### src/rtl/spi_slot_pkg.sv
package spi_slot_pkg;

   typedef enum logic [1:0] {
      RA_DATA = 2'd0,
      RA_CTRL = 2'd1,
      RA_GAP  = 2'd2,
      RA_SEL  = 2'd3
   } reg_addr_e;

   // control register bit positions
   localparam int CB_CLKSEL = 0;
   localparam int CB_STREAM = 1;
   localparam int CB_PGM    = 2;
   localparam int CB_BUSY   = 6;
   localparam int CB_DONE   = 7;

   typedef struct packed {
      logic pgm;
      logic stream;
      logic clksel;
   } ctrl_t;

endpackage

### src/rtl/spi_slot_regs.sv
module spi_slot_regs
   import spi_slot_pkg::*;
#(
   parameter int DATA_W = 8
) (
   input  logic              clk,
   input  logic              rst_n,
   input  logic [1:0]        addr,
   input  logic              wr_en,
   input  logic              rd_en,
   input  logic [DATA_W-1:0] wdata,
   output logic [DATA_W-1:0] rdata,
   input  logic              busy,
   input  logic              fin,
   input  logic [DATA_W-1:0] rx_byte,
   output ctrl_t             ctrl,
   output logic              cs_n,
   output logic              start,
   output logic [DATA_W-1:0] tx_byte
);

   logic done_q;
   logic data_wr, data_rd;

   assign data_wr = wr_en && (addr == RA_DATA);
   assign data_rd = rd_en && (addr == RA_DATA) && ctrl.stream;
   assign start   = !busy && (data_wr || data_rd);
   assign tx_byte = data_wr ? wdata : '1;

   always_ff @(posedge clk or negedge rst_n) begin
      if (!rst_n) begin
         ctrl   <= '0;
         cs_n   <= 1'b1;
         done_q <= 1'b0;
      end else begin
         if (wr_en && addr == RA_CTRL) begin
            ctrl.clksel <= wdata[CB_CLKSEL];
            ctrl.stream <= wdata[CB_STREAM];
            ctrl.pgm    <= wdata[CB_PGM];
         end
         if (wr_en && addr == RA_SEL)
            cs_n <= wdata[0];
         if (start)
            done_q <= 1'b0;
         else if (fin)
            done_q <= 1'b1;
      end
   end

   always_comb begin
      rdata = '0;
      unique case (addr)
         RA_DATA: rdata = rx_byte;
         RA_CTRL: begin
            rdata[CB_CLKSEL] = ctrl.clksel;
            rdata[CB_STREAM] = ctrl.stream;
            rdata[CB_PGM]    = ctrl.pgm;
            rdata[CB_BUSY]   = busy;
            rdata[CB_DONE]   = done_q;
         end
         RA_SEL:  rdata[0] = cs_n;
         default: rdata = '0;
      endcase
   end


   pgm_follow_chk: assert property (@(posedge clk) disable iff (!rst_n)
      (wr_en && addr == RA_CTRL) |=> (ctrl.pgm == $past(wdata[CB_PGM])));


   cs_follow_chk: assert property (@(posedge clk) disable iff (!rst_n)
      (wr_en && addr == RA_SEL) |=> (cs_n == $past(wdata[0])));


   done_after_fin_chk: assert property (@(posedge clk) disable iff (!rst_n)
      ($fell(busy) && !start) |=> done_q);

endmodule

### src/rtl/spi_slot_clksel.sv
module spi_slot_clksel #(
   parameter int SLOW_DIV    = 14,
   parameter int SYNC_STAGES = 2
) (
   input  logic clk,
   input  logic rst_n,
   input  logic ext_clk,
   input  logic sel_ext,
   input  logic start,
   input  logic busy,
   output logic tick
);

   localparam int DIV_W = (SLOW_DIV > 1) ? $clog2(SLOW_DIV) : 1;

   if (SLOW_DIV < 2) begin : g_bad_div
      $error("SLOW_DIV must be at least 2");
   end
   if (SYNC_STAGES < 2) begin : g_bad_sync
      $error("SYNC_STAGES must be at least 2");
   end

   logic [SYNC_STAGES-1:0] sync_q;
   logic                   ext_prev;
   logic                   ext_rise;
   logic                   src_q;
   logic [DIV_W-1:0]       div_q;
   logic                   slow_tick;

   for (genvar s = 0; s < SYNC_STAGES; s++) begin : g_sync
      always_ff @(posedge clk or negedge rst_n) begin
         if (!rst_n)
            sync_q[s] <= 1'b0;
         else if (s == 0)
            sync_q[s] <= ext_clk;
         else
            sync_q[s] <= sync_q[(s > 0) ? s-1 : 0];
      end
   end

   always_ff @(posedge clk or negedge rst_n) begin
      if (!rst_n) begin
         ext_prev <= 1'b0;
         src_q    <= 1'b0;
         div_q    <= '0;
      end else begin
         ext_prev <= sync_q[SYNC_STAGES-1];
         if (start) begin
            src_q <= sel_ext;
            div_q <= '0;
         end else if (busy) begin
            if (slow_tick)
               div_q <= '0;
            else
               div_q <= div_q + 1'b1;
         end
      end
   end

   assign ext_rise  = sync_q[SYNC_STAGES-1] && !ext_prev;
   assign slow_tick = (div_q == DIV_W'(SLOW_DIV - 1));
   assign tick      = busy && !start && (src_q ? ext_rise : slow_tick);


   src_hold_chk: assert property (@(posedge clk) disable iff (!rst_n)
      (busy && $past(busy)) |-> $stable(src_q));

endmodule

### src/rtl/spi_slot_shifter.sv
module spi_slot_shifter #(
   parameter int DATA_W = 8
) (
   input  logic              clk,
   input  logic              rst_n,
   input  logic              start,
   input  logic [DATA_W-1:0] tx_byte,
   input  logic              tick,
   input  logic              miso,
   output logic              sck,
   output logic              mosi,
   output logic              busy,
   output logic              fin,
   output logic [DATA_W-1:0] rx_byte
);

   localparam int CNT_W = $clog2(DATA_W + 1);

   logic [DATA_W-1:0] tx_q;
   logic [DATA_W-1:0] rx_q;
   logic [CNT_W-1:0]  cnt_q;

   always_ff @(posedge clk or negedge rst_n) begin
      if (!rst_n) begin
         tx_q    <= '1;
         rx_q    <= '0;
         rx_byte <= '0;
         cnt_q   <= '0;
         sck     <= 1'b0;
         busy    <= 1'b0;
         fin     <= 1'b0;
      end else begin
         fin <= 1'b0;
         if (start) begin
            tx_q  <= tx_byte;
            cnt_q <= '0;
            sck   <= 1'b0;
            busy  <= 1'b1;
         end else if (busy && tick) begin
            if (!sck) begin
               sck   <= 1'b1;
               rx_q  <= {rx_q[DATA_W-2:0], miso};
               cnt_q <= cnt_q + 1'b1;
               if (cnt_q == CNT_W'(DATA_W - 1))
                  rx_byte <= {rx_q[DATA_W-2:0], miso};
            end else begin
               sck <= 1'b0;
               if (cnt_q == CNT_W'(DATA_W)) begin
                  busy <= 1'b0;
                  fin  <= 1'b1;
               end else begin
                  tx_q <= {tx_q[DATA_W-2:0], 1'b1};
               end
            end
         end
      end
   end

   assign mosi = tx_q[DATA_W-1];


   sck_idle_chk: assert property (@(posedge clk) disable iff (!rst_n)
      !busy |-> !sck);


   mosi_hold_chk: assert property (@(posedge clk) disable iff (!rst_n)
      (sck && $past(sck)) |-> $stable(mosi));


   cnt_bound_chk: assert property (@(posedge clk) disable iff (!rst_n)
      cnt_q <= CNT_W'(DATA_W));


   rx_hold_chk: assert property (@(posedge clk) disable iff (!rst_n)
      (busy && !sck && $past(busy)) |-> $stable(rx_byte));

endmodule

### src/rtl/spi_slot_master.sv
module spi_slot_master
   import spi_slot_pkg::*;
#(
   parameter int DATA_W      = 8,
   parameter int SLOW_DIV    = 14,
   parameter int SYNC_STAGES = 2
) (
   input  logic              clk,
   input  logic              rst_n,
   input  logic [1:0]        addr_i,
   input  logic              wr_en_i,
   input  logic              rd_en_i,
   input  logic [DATA_W-1:0] wdata_i,
   output logic [DATA_W-1:0] rdata_o,
   input  logic              ext_clk_i,
   output logic              sck_o,
   output logic              mosi_o,
   input  logic              miso_i,
   output logic              cs_n_o,
   output logic              pgm_en_o
);

   if (DATA_W < 8) begin : g_bad_width
      $error("DATA_W must be at least 8");
   end

   ctrl_t             ctrl;
   logic              start, busy, fin, tick;
   logic [DATA_W-1:0] tx_byte, rx_byte;

   spi_slot_regs #(.DATA_W(DATA_W)) u_regs (
      .clk     (clk),
      .rst_n   (rst_n),
      .addr    (addr_i),
      .wr_en   (wr_en_i),
      .rd_en   (rd_en_i),
      .wdata   (wdata_i),
      .rdata   (rdata_o),
      .busy    (busy),
      .fin     (fin),
      .rx_byte (rx_byte),
      .ctrl    (ctrl),
      .cs_n    (cs_n_o),
      .start   (start),
      .tx_byte (tx_byte)
   );

   spi_slot_clksel #(.SLOW_DIV(SLOW_DIV), .SYNC_STAGES(SYNC_STAGES)) u_clksel (
      .clk     (clk),
      .rst_n   (rst_n),
      .ext_clk (ext_clk_i),
      .sel_ext (ctrl.clksel),
      .start   (start),
      .busy    (busy),
      .tick    (tick)
   );

   spi_slot_shifter #(.DATA_W(DATA_W)) u_shift (
      .clk     (clk),
      .rst_n   (rst_n),
      .start   (start),
      .tx_byte (tx_byte),
      .tick    (tick),
      .miso    (miso_i),
      .sck     (sck_o),
      .mosi    (mosi_o),
      .busy    (busy),
      .fin     (fin),
      .rx_byte (rx_byte)
   );

   assign pgm_en_o = ctrl.pgm;


   plain_read_idle_chk: assert property (@(posedge clk) disable iff (!rst_n)
      (!busy && rd_en_i && !wr_en_i && !ctrl.stream) |=> !busy);


   no_restart_chk: assert property (@(posedge clk) disable iff (!rst_n)
      (busy && !fin && $past(busy)) |-> !start);

endmodule

### config.mk
export PLATFORM = sky130hd
export DESIGN_NAME = spi_slot_master
export DESIGN_NICKNAME = d
export VERILOG_FILES = /design/src/rtl/spi_slot_pkg.sv /design/src/rtl/spi_slot_regs.sv /design/src/rtl/spi_slot_clksel.sv /design/src/rtl/spi_slot_shifter.sv /design/src/rtl/spi_slot_master.sv
export SDC_FILE = /design/constraint.sdc
export NUM_CORES = 1
export LEC_CHECK = 0
export BUFFER_PORTS_ARGS = -buffer_cell sky130_fd_sc_hd__clkbuf_2
export CAP_MARGIN = 10
export CORE_AREA = 2 2 82 84
export CTS_BUF_LIST = sky130_fd_sc_hd__clkbuf_8
export DETAILED_ROUTE_END_ITERATION = 16
export DIE_AREA = 0 0 84 86
export RECOVER_POWER = 25
export SYNTH_ARGS = -nofsm -noshare
export SYNTH_HDL_FRONTEND = slang
export SYNTH_HIERARCHICAL = 1
export SYNTH_SLANG_ARGS = --single-unit
### constraint.sdc
create_clock -name clk -period 3.12 [get_ports clk]
set_clock_uncertainty 0.2 [all_clocks]
set_input_delay 0.156 -clock clk [delete_from_list [all_inputs] [get_ports clk]]
set_output_delay 0.156 -clock clk [all_outputs]
set_load 0.02 [all_outputs]
==> impl_metrics.py, run 1 <==
metrics = {
    "status": {
        "outcome": "finished, final reports clean",
    },
    "route": {
        "drtPass1Iterations": 4,
        "postRouteWirelength_mm": 4.12,
        "ant_nets": 0,
        "vias_per_cell": 4.80,
        "first_iter_violations": 117,
        "routedWlPerCell_um": 13.9,
        "num_vias": 1422,
        "drc": 0,
    },
    "critical_path": {
        "crit_type": "flip-flop to flip-flop",
        "arrival_ps": 2690,
        "cp-end-kind": "flip-flop",
        "rr_worst_depth": 8,
        "cp-start-kind": "flip-flop",
        "critPathRequiredTime_ps": 3100,
        "crit_fanout": 8,
    },
    "clocking": {
        "post_cts_buffers": 0,
        "cts_sinks": 43,
        "insertion_delay_ps": 290,
        "cts-resized-gates": 0,
        "htreeDepth": 2,
        "ctsLongestPathBuffers": 2,
        "cts_made_buffers": 5,
        "clockRootBuffer": "clkbuf_8",
        "clkSlewWorstSetupHoldPaths_ps": 80,
        "cts_tree": "yes",
        "postCtsHoldBufs": 11,
    },
    "grt": {
        "grt_pass1_vias": 1407,
        "grt_usage_pct": 12.5,
        "antenna_found_initial": 0,
        "grt_max_degree": 30,
        "grt_pass1_wl_mm": 7.10,
        "grt_overflow": 0,
    },
    "logic_synthesis": {
        "yosysTopAreaCellShare_pct": 39.9,
        "syn_inst": 176,
        "ys_top_cells_by_count": "34 x dfrtp_1, 12 x mux2_2, 11 x nor2_1",
        "ys_ff_latch": 43,
        "synth-compound-area-share_pct": 7.52,
        "synth_edf_count": 0,
        "seq_area_frac_synth_pct": 51.0,
        "synth_most_common_cell": "dfrtp_1",
        "yosysTopAreaCell": "dfrtp_1",
        "netlist_area_mm2": 0.00213,
        "synth_nets": 196,
        "synthTopCellsByArea": "dfrtp_1 40%, dfstp_2 11%, mux2_2 6.3%, mux2_4 5.6%, a221o_1 3.3%",
        "synth_top_family_by_area": "simple AND/OR/NAND/NOR gates",
        "synthXorXnorAreaFrac_pct": 0.822,
        "yosys.area_share.simple_pct": 19.8,
        "yosys.cell_types.count": 38,
        "yosys_warnings": 6,
        "async_flop_share_pct": 100,
        "synth_ff_type": "dfrtp_1",
        "synth-adder-area-share_pct": 2.35,
        "synthMuxAreaShare_pct": 14.8,
        "syn_avg_cell_area_um2": 12.1,
    },
    "timing": {
        "max_slew.worst_pin.slew_ps": 1010,
        "clock.fmax_mhz": 370,
        "slew_viol_final": 0,
        "setup-tns-final_ps": 0,
        "fin_crit_ps": 2710,
        "hold_violations": 0,
        "slew_headroom_pct": 32.6,
        "setup_viol": 0,
        "rsz0062_at_grt": "false",
        "fin_crit_sh_pct": 86.7,
    },
    "hold_path": {
        "min_path_type": "input port to flip-flop",
        "hold_depth": 3,
    },
    "finish": {
        "antennaDiodeCount": 0,
        "fillCellCount": 599,
        "final_layout_size_suffix_gt1_share_pct": 30.6,
        "fin_area_mm2": 0.00255,
        "fin_util_pct": 40.6,
        "finalNetCount": 238,
        "area_growth_pct": 19.7,
    },
    "floorplan": {
        "core_mm2": 0.00628,
        "io_pins": 28,
        "fp.dieW_um": 84,
        "start_util_pct": 33.9,
        "rows": 29,
        "die_h_um": 86,
        "die-area_mm2": 0.00722,
    },
    "place": {
        "gp_congestion": 0.742,
        "io_buffers": 27,
        "dp_hpwl_mm": 2.85,
        "placed_cell_area_mm2": 0.00234,
    },
    "power_and_ir_drop": {
        "total_power_mw": 1.74,
        "power_density_mw_per_mm2": 683,
        "power.leakage_nw": 1.16,
        "ir_drop_uv": 251,
    },
    "run": {
        "cap_viol_max_count": 0,
    },
}
[metrics by stage]
stage / hold slack (ps) / worst slack (ps) / instances
global placement: -63.5 / 520 / 277
floorplan: -340 / 293 / 176
CTS: 28.9 / 434 / 296
global route: 38.9 / 251 / 296
finish: 30.0 / 415 / 296
detailed placement: -56.9 / 448 / 277
[critical path: stages, from the launching register on]
cell and delay, ps:
dfrtp_1 410, inv_1 90, ha_1 160, nand3_1 140
o21ai_0 200, and3b_1 290, and4bb_1 240, and4b_1 540
mux2_4 340
[final timing paths]
| check | start | end | slack [ps] |
|---|---|---|---|
| setup / recovery | u_clksel/div_q[1] | u_shift/rx_byte[1] | 410 |
| hold / removal | addr_i[0] | u_regs/done_q | 30 |
| setup reg to reg | u_clksel/div_q[1] | u_shift/rx_byte[1] | 410 |
| hold reg to reg | u_clksel/sync_q[0] | u_clksel/sync_q[1] | 160 |
| max in group asynchronous | rst_n | u_regs/cs_n | 1440 |
| min in group asynchronous | rst_n | u_shift/cnt_q[0] | 350 |
[report_power, final]
group	switching, mW	internal (mW)
Clock	0.181	0.234
Combinational	0.227	0.251
Sequential	0.107	0.740
[layout make-up]
type                       count  area [um^2]  area share [%]
sequential                    43         1090            42.6
clock buffer                   5         68.8            2.70
clock inverter                 3         38.8            1.52
tap                           77         96.3            3.78
timing repair buffer          43          278            10.9
inverter                       4         15.0           0.589
multi-input combinational    121          966            37.9
[placed cells by master, fill, tap and decap left out, types with 2 or more instances in the layout]
cell type | synthesis | final
nor2_1 | 11 | 11
o21ai_0 | 4 | 4
a21oi_1 | 9 | 9
mux2i_1 | 6 | 6
or2b_1 | 5 | 5
buf_4 | 0 | 5
mux2_2 | 12 | 12
clkbuf_8 | 0 | 5
dlygate4sd3_1 | 0 | 11
nand3_1 | 6 | 6
nor2b_1 | 9 | 9
nand2b_1 | 4 | 4
nand2_1 | 4 | 4
clkbuf_2 | 0 | 23
a221o_1 | 7 | 7
clkbuf_1 | 2 | 4
dfrtp_1 | 34 | 34
ha_1 | 4 | 4
dfstp_2 | 9 | 9
inv_1 | 4 | 4
or3_1 | 3 | 3
nor3_1 | 2 | 2
and2_1 | 3 | 3
nor3b_1 | 6 | 6
nand3b_1 | 3 | 3
and3b_1 | 2 | 2
mux2_4 | 8 | 8
[flip-flops by register name, summed over array words and instances (netlist names)]
name               cells
u_shift/rx_byte        8
u_shift/tx_q           8
u_shift/rx_q           7
u_clksel/div_q         4
u_shift/cnt_q          4
u_regs/ctrl            3
u_clksel/sync_q        2
u_clksel/ext_prev      1
u_clksel/src_q         1
u_regs/cs_n            1
u_regs/done_q          1
u_shift/busy           1
u_shift/fin            1
u_shift/sck            1
[routing by layer]
layer,vias to the layer above,share of wire (%),GRT usage (%),wire length [um]
li1,706,-,-,-
met1,684,50,17.4,2070
met2,25,44,18.6,1820
met3,7,3.5,2.98,146
met4,0,2.1,5.72,86
met5,-,0,0,0
[cells by family after synthesis]
group	count (synthesis)
AND/OR/NAND/NOR	66
adder cells (fa/ha/maj)	4
flip-flops	43
AO/OA/AOI/OAI	23
XOR/XNOR	2
buffers and inverters	12
multiplexers	26
No activity file was read; power rests on OpenSTA's default activity.
==> run 2: changes to the inputs <==
- BUFFER_PORTS_ARGS: -buffer_cell sky130_fd_sc_hd__clkbuf_2 -> default
- DONT_BUFFER_PORTS: default -> 1
==> impl_metrics.py, run 2 (synthesis gave the netlist of run 1 again) <==
metrics = {
    "grt": {
        "grt_usage_pct": 12.8,
        "grtUsageMet1_pct": 17.5,
        "grt_max_degree": 44,
        "busiest_layer": "met2",
        "antenna_found_initial": 0,
        "grt_util_met3_pct": 3.56,
        "grt_overflow": 0,
        "grt_util_met2_pct": 19.5,
        "grt_pass1_vias": 1481,
        "grt_pass1_wl_mm": 7.29,
    },
    "clocking": {
        "clkSlewWorstSetupHoldPaths_ps": 80,
        "post_cts_buffers": 0,
        "htreeDepth": 2,
        "insertion_delay_ps": 290,
        "cts_made_buffers": 5,
        "cts_tree": "yes",
        "ctsLongestPathBuffers": 2,
        "cts-resized-gates": 0,
        "cts_sinks": 43,
        "postCtsHoldBufs": 21,
        "clockRootBuffer": "clkbuf_8",
    },
    "power_and_ir_drop": {
        "power_density_mw_per_mm2": 668,
        "ir_drop_uv": 257,
        "power.leakage_nw": 1.08,
    },
    "timing": {
        "fin_crit_sh_pct": 86.0,
        "slew_viol_final": 44,
        "slew_headroom_pct": -32.6,
        "max_slew.worst_pin.slew_ps": 1990,
        "fin_crit_ps": 2680,
        "hold_violations": 0,
        "rsz0062_at_grt": "false",
        "setup_viol": 0,
        "whs_ps": 109,
        "setup-tns-final_ps": 0,
        "clock.fmax_mhz": 373,
    },
    "place": {
        "io_buffers": 0,
        "dp_hpwl_mm": 2.68,
        "gp_congestion": 0.751,
    },
    "finish": {
        "fillCellCount": 609,
        "top_regs": "u_shift/rx_byte (8), u_shift/tx_q (8), u_shift/rx_q (7)",
        "finalNetCount": 219,
        "fin_util_pct": 39.7,
        "seqCellArea_mm2": 0.00109,
        "antennaDiodeCount": 0,
        "final_layout_size_suffix_gt1_share_pct": 21.5,
        "multi_input_area_um2": 968,
        "final_cell_mix": "34 x dfrtp_1, 20 x dlygate4sd3_1, 12 x mux2_2",
        "area_growth_pct": 17.0,
        "layout_commonest_cell": "dfrtp_1",
    },
    "hold_path": {
        "hold_start": "wr_en_i",
        "hold_end": "u_shift/tx_q[7]",
        "min_path_type": "input port to flip-flop",
        "hold_depth": 3,
    },
    "floorplan": {
        "die_h_um": 86,
        "die-area_mm2": 0.00722,
        "start_util_pct": 33.9,
        "io_pins": 28,
        "core_mm2": 0.00628,
        "fp.dieW_um": 84,
        "rows": 29,
    },
    "run": {
        "cap_viol_max_count": 1,
    },
    "route": {
        "drc": 0,
        "postRouteWirelength_mm": 4.14,
        "first_iter_violations": 63,
        "num_vias": 1387,
        "routedWlPerCell_um": 15.0,
        "ant_nets": 0,
        "vias_per_cell": 5.01,
        "drtPass1Iterations": 4,
    },
    "critical_path": {
        "r2r_slack_ps": 440,
        "arrival_ps": 2660,
        "crit_type": "flip-flop to flip-flop",
        "r2r_end": "u_shift/rx_byte[1]",
        "critPathRequiredTime_ps": 3100,
        "r2r-start": "u_clksel/div_q[1]",
        "cp-end-kind": "flip-flop",
        "rr_worst_depth": 8,
        "cp-start-kind": "flip-flop",
        "crit_fanout": 8,
    },
    "status": {
        "violations": "max-capacitance violations, max-slew violations",
        "outcome": "finished, violations left",
    },
}
==> run 2: changes by cell type in the layout (fill, tap and decap cells not counted), sizes merged <==
cell           before  now
clkbuf             32    6
dlygate4sd3        11   20
buf                 5    3
bufinv              1    0
clkdlybuf4s25       0    1
clkinv              2    1
clkinvlp            0    1
==> run 2: stage by stage <==
step	area, um^2	cells	setup slack, ps	power (mW)
finish	2490	277	437	1.67
global route	2490	277	204	1.79
CTS	2510	277	432	1.69
detailed placement	2190	248	430	1.27
global placement	2190	248	526	1.26
floorplan	2130	176	293	1.19
==> run 2: area by class of cell <==
class	count	area share, %
clock inverters	2	0.452
inverters	4	0.602
clock buffers	6	3.31
flip-flops and latches	43	43.6
repair buffers	24	9.33
multi-input cells	121	38.8
well taps	77	3.86
==> run 2: power by group <==
part	total (mW)	internal (mW)	switching, mW	leakage, nW
clock	0.362	0.177	0.185	0.0449
sequential	0.861	0.741	0.120	0.536
combinational	0.443	0.246	0.197	0.499
==> run 2: worst max path at each step <==
stage | startpoint | end | depth (start not counted)
6_report | u_clksel/div_q[1] | u_shift/rx_byte[1] | 8
3_3_place_gp | u_clksel/div_q[1] | u_shift/rx_byte[5] | 8
2_1_floorplan | u_shift/busy | u_shift/rx_byte[0] | 8
4_1_cts | u_clksel/div_q[1] | u_shift/rx_byte[1] | 8
5_1_grt | rst_n | u_clksel/sync_q[0] | 2
3_5_place_dp | u_clksel/div_q[1] | u_shift/rx_byte[2] | 8
==> run 2: layer usage <==
metal / vias to the layer above / share of wire (%)
met5: - / 0
met1: 691 / 49
met2: 21 / 46
li1: 668 / -
met4: 0 / 1.8
met3: 7 / 3.9
==> run 2: critical path, cell delays in order (launching register included) <==
cell      delay (ps)
dfrtp_1          410
inv_1             90
ha_1             170
nand3_1          140
o21ai_0          170
and3b_1          290
and4bb_1         240
and4b_1          520
mux2_4           340
==> run 3: changes to the inputs <==
- CORE_AREA: 2 2 82 84 -> 2 2 62 109
- DIE_AREA: 0 0 84 86 -> 0 0 64 111
==> impl_metrics.py, run 3 (synthesis gave the netlist of run 1 again) <==
metrics = {
    "status": {
        "outcome": "finished, violations left",
        "violations": "max-capacitance violations, max-slew violations",
    },
    "finish": {
        "top_regs": "u_shift/rx_byte (8), u_shift/tx_q (8), u_shift/rx_q (7)",
        "finalNetCount": 218,
        "final_cell_mix": "34 x dfrtp_1, 19 x dlygate4sd3_1, 12 x mux2_2",
        "instances_no_fill": 281,
        "antennaDiodeCount": 0,
        "final_layout_size_suffix_gt1_share_pct": 22.1,
        "fillCellCount": 609,
        "fin_util_pct": 39.9,
        "layout_commonest_cell": "dfrtp_1",
        "area_growth_pct": 17.9,
    },
    "timing": {
        "setup_viol": 0,
        "rsz0062_at_grt": "false",
        "fin_crit_ps": 2690,
        "fin_crit_sh_pct": 86.2,
        "slew_headroom_pct": -27.9,
        "hold_violations": 0,
        "setup-tns-final_ps": 0,
        "max_slew.worst_pin.slew_ps": 1920,
        "slew_viol_final": 44,
        "clock.fmax_mhz": 372,
    },
    "power_and_ir_drop": {
        "ir_drop_uv": 231,
        "total_power_mw": 1.75,
        "power.leakage_nw": 1.09,
        "power_density_mw_per_mm2": 697,
    },
    "clocking": {
        "cts_tree": "yes",
        "cts-resized-gates": 0,
        "ctsLongestPathBuffers": 2,
        "insertion_delay_ps": 290,
        "clockRootBuffer": "clkbuf_8",
        "cts_made_buffers": 5,
        "clkSlewWorstSetupHoldPaths_ps": 80,
        "post_cts_buffers": 0,
        "htreeDepth": 2,
        "cts_sinks": 43,
    },
    "critical_path": {
        "rr_worst_depth": 8,
        "arrival_ps": 2670,
        "r2r_end": "u_shift/rx_byte[4]",
        "crit_fanout": 8,
        "cp-start-kind": "flip-flop",
        "r2r-start": "u_clksel/div_q[1]",
        "cp-end-kind": "flip-flop",
        "r2r_slack_ps": 430,
        "crit_type": "flip-flop to flip-flop",
        "critPathRequiredTime_ps": 3100,
    },
    "grt": {
        "grt_util_met3_pct": 3.76,
        "grt_usage_pct": 13.8,
        "grt_pass1_vias": 1569,
        "busiest_layer": "met2",
        "grt_overflow": 0,
        "grt_pass1_wl_mm": 7.60,
        "grt_max_degree": 44,
        "antenna_found_initial": 0,
        "grt_util_met2_pct": 23.6,
        "grtUsageMet1_pct": 15.8,
    },
    "floorplan": {
        "die_h_um": 111,
        "core_mm2": 0.00629,
        "rows": 39,
        "io_pins": 28,
        "die-area_mm2": 0.00710,
        "fp.dieW_um": 64,
        "start_util_pct": 33.9,
    },
    "route": {
        "routedWlPerCell_um": 15.8,
        "ant_nets": 0,
        "drc": 0,
        "num_vias": 1393,
        "drtPass1Iterations": 4,
        "vias_per_cell": 4.96,
        "postRouteWirelength_mm": 4.44,
        "first_iter_violations": 54,
    },
    "place": {
        "gp_congestion": 0.691,
        "io_buffers": 0,
        "dp_cells": 253,
        "dp_hpwl_mm": 3.04,
    },
    "hold_path": {
        "hold_end": "u_shift/tx_q[6]",
        "hold_depth": 3,
        "hold_start": "wr_en_i",
        "min_path_type": "input port to flip-flop",
    },
    "run": {
        "cap_viol_max_count": 1,
    },
}
[run 3: cell count changes in the layout (fill, tap and decap cells not counted), sizes merged]
cell / before / now
dlygate4sd3: 20 / 19
dlymetal6s4s: 0 / 1
bufinv: 0 / 1
clkdlybuf4s25: 1 / 0
clkinv: 1 / 2
clkbuf: 6 / 5
clkinvlp: 1 / 0
[run 3: repair_timing]
action / in CTS / in global routing
hold buffers: 20 / 0
endpoints found under the setup margin: 0 / 0
endpoints found under the hold margin: 59 / 0
[run 3: metal layers]
layer  share of wire, %  vias up  routed length [um]
li1                   -      662                   -
met1                 41      704                1820
met2                 53       21                2360
met3                3.8        6                 167
met4                2.1        0                  95
met5                  0        -                   0
[run 3: per-stage QoR]
stage / cell area (um^2) / setup WS [ps] / hold WS, ps
finish: 2510 / 431 / 98.0
global route: 2510 / 295 / 102
CTS: 2530 / 425 / 96.9
detailed placement: 2200 / 440 / -338
global placement: 2200 / 533 / -338
floorplan: 2130 / 293 / -340
[run 3: layout make-up]
class / count / area (um^2) / share of cell area [%]
Inverter: 4 / 15.0 / 0.598
Timing Repair Buffer: 23 / 225 / 8.97
Multi-Input combinational cell: 121 / 968 / 38.6
Clock inverter: 3 / 43.8 / 1.74
Sequential cell: 43 / 1090 / 43.3
Tap cell: 82 / 103 / 4.09
Clock buffer: 5 / 68.8 / 2.74
[run 3: critical path, stage by stage, from the launching register on]
cell      delay [ps]
dfrtp_1          420
inv_1             90
ha_1             170
nand3_1          150
o21ai_0          170
and3b_1          280
and4bb_1         240
and4b_1          520
mux2_4           340
[run 3: worst max-delay path by stage]
stage                 startpoint                 end  slack (ps)
2_1_floorplan       u_shift/busy  u_shift/rx_byte[0]         290
3_3_place_gp   u_clksel/div_q[1]  u_shift/rx_byte[7]         530
3_5_place_dp   u_clksel/div_q[1]  u_shift/rx_byte[1]         440
4_1_cts        u_clksel/div_q[1]  u_shift/rx_byte[4]         430
5_1_grt        u_clksel/div_q[1]  u_shift/rx_byte[4]         290
6_report       u_clksel/div_q[1]  u_shift/rx_byte[4]         430
[run 3: power breakdown]
| part | total (mW) | internal, mW | switching, mW |
|---|---|---|---|
| Clock | 0.437 | 0.239 | 0.199 |
| Sequential | 0.871 | 0.741 | 0.130 |
| Combinational | 0.442 | 0.245 | 0.197 |
| Total | 1.75 | 1.22 | 0.526 |
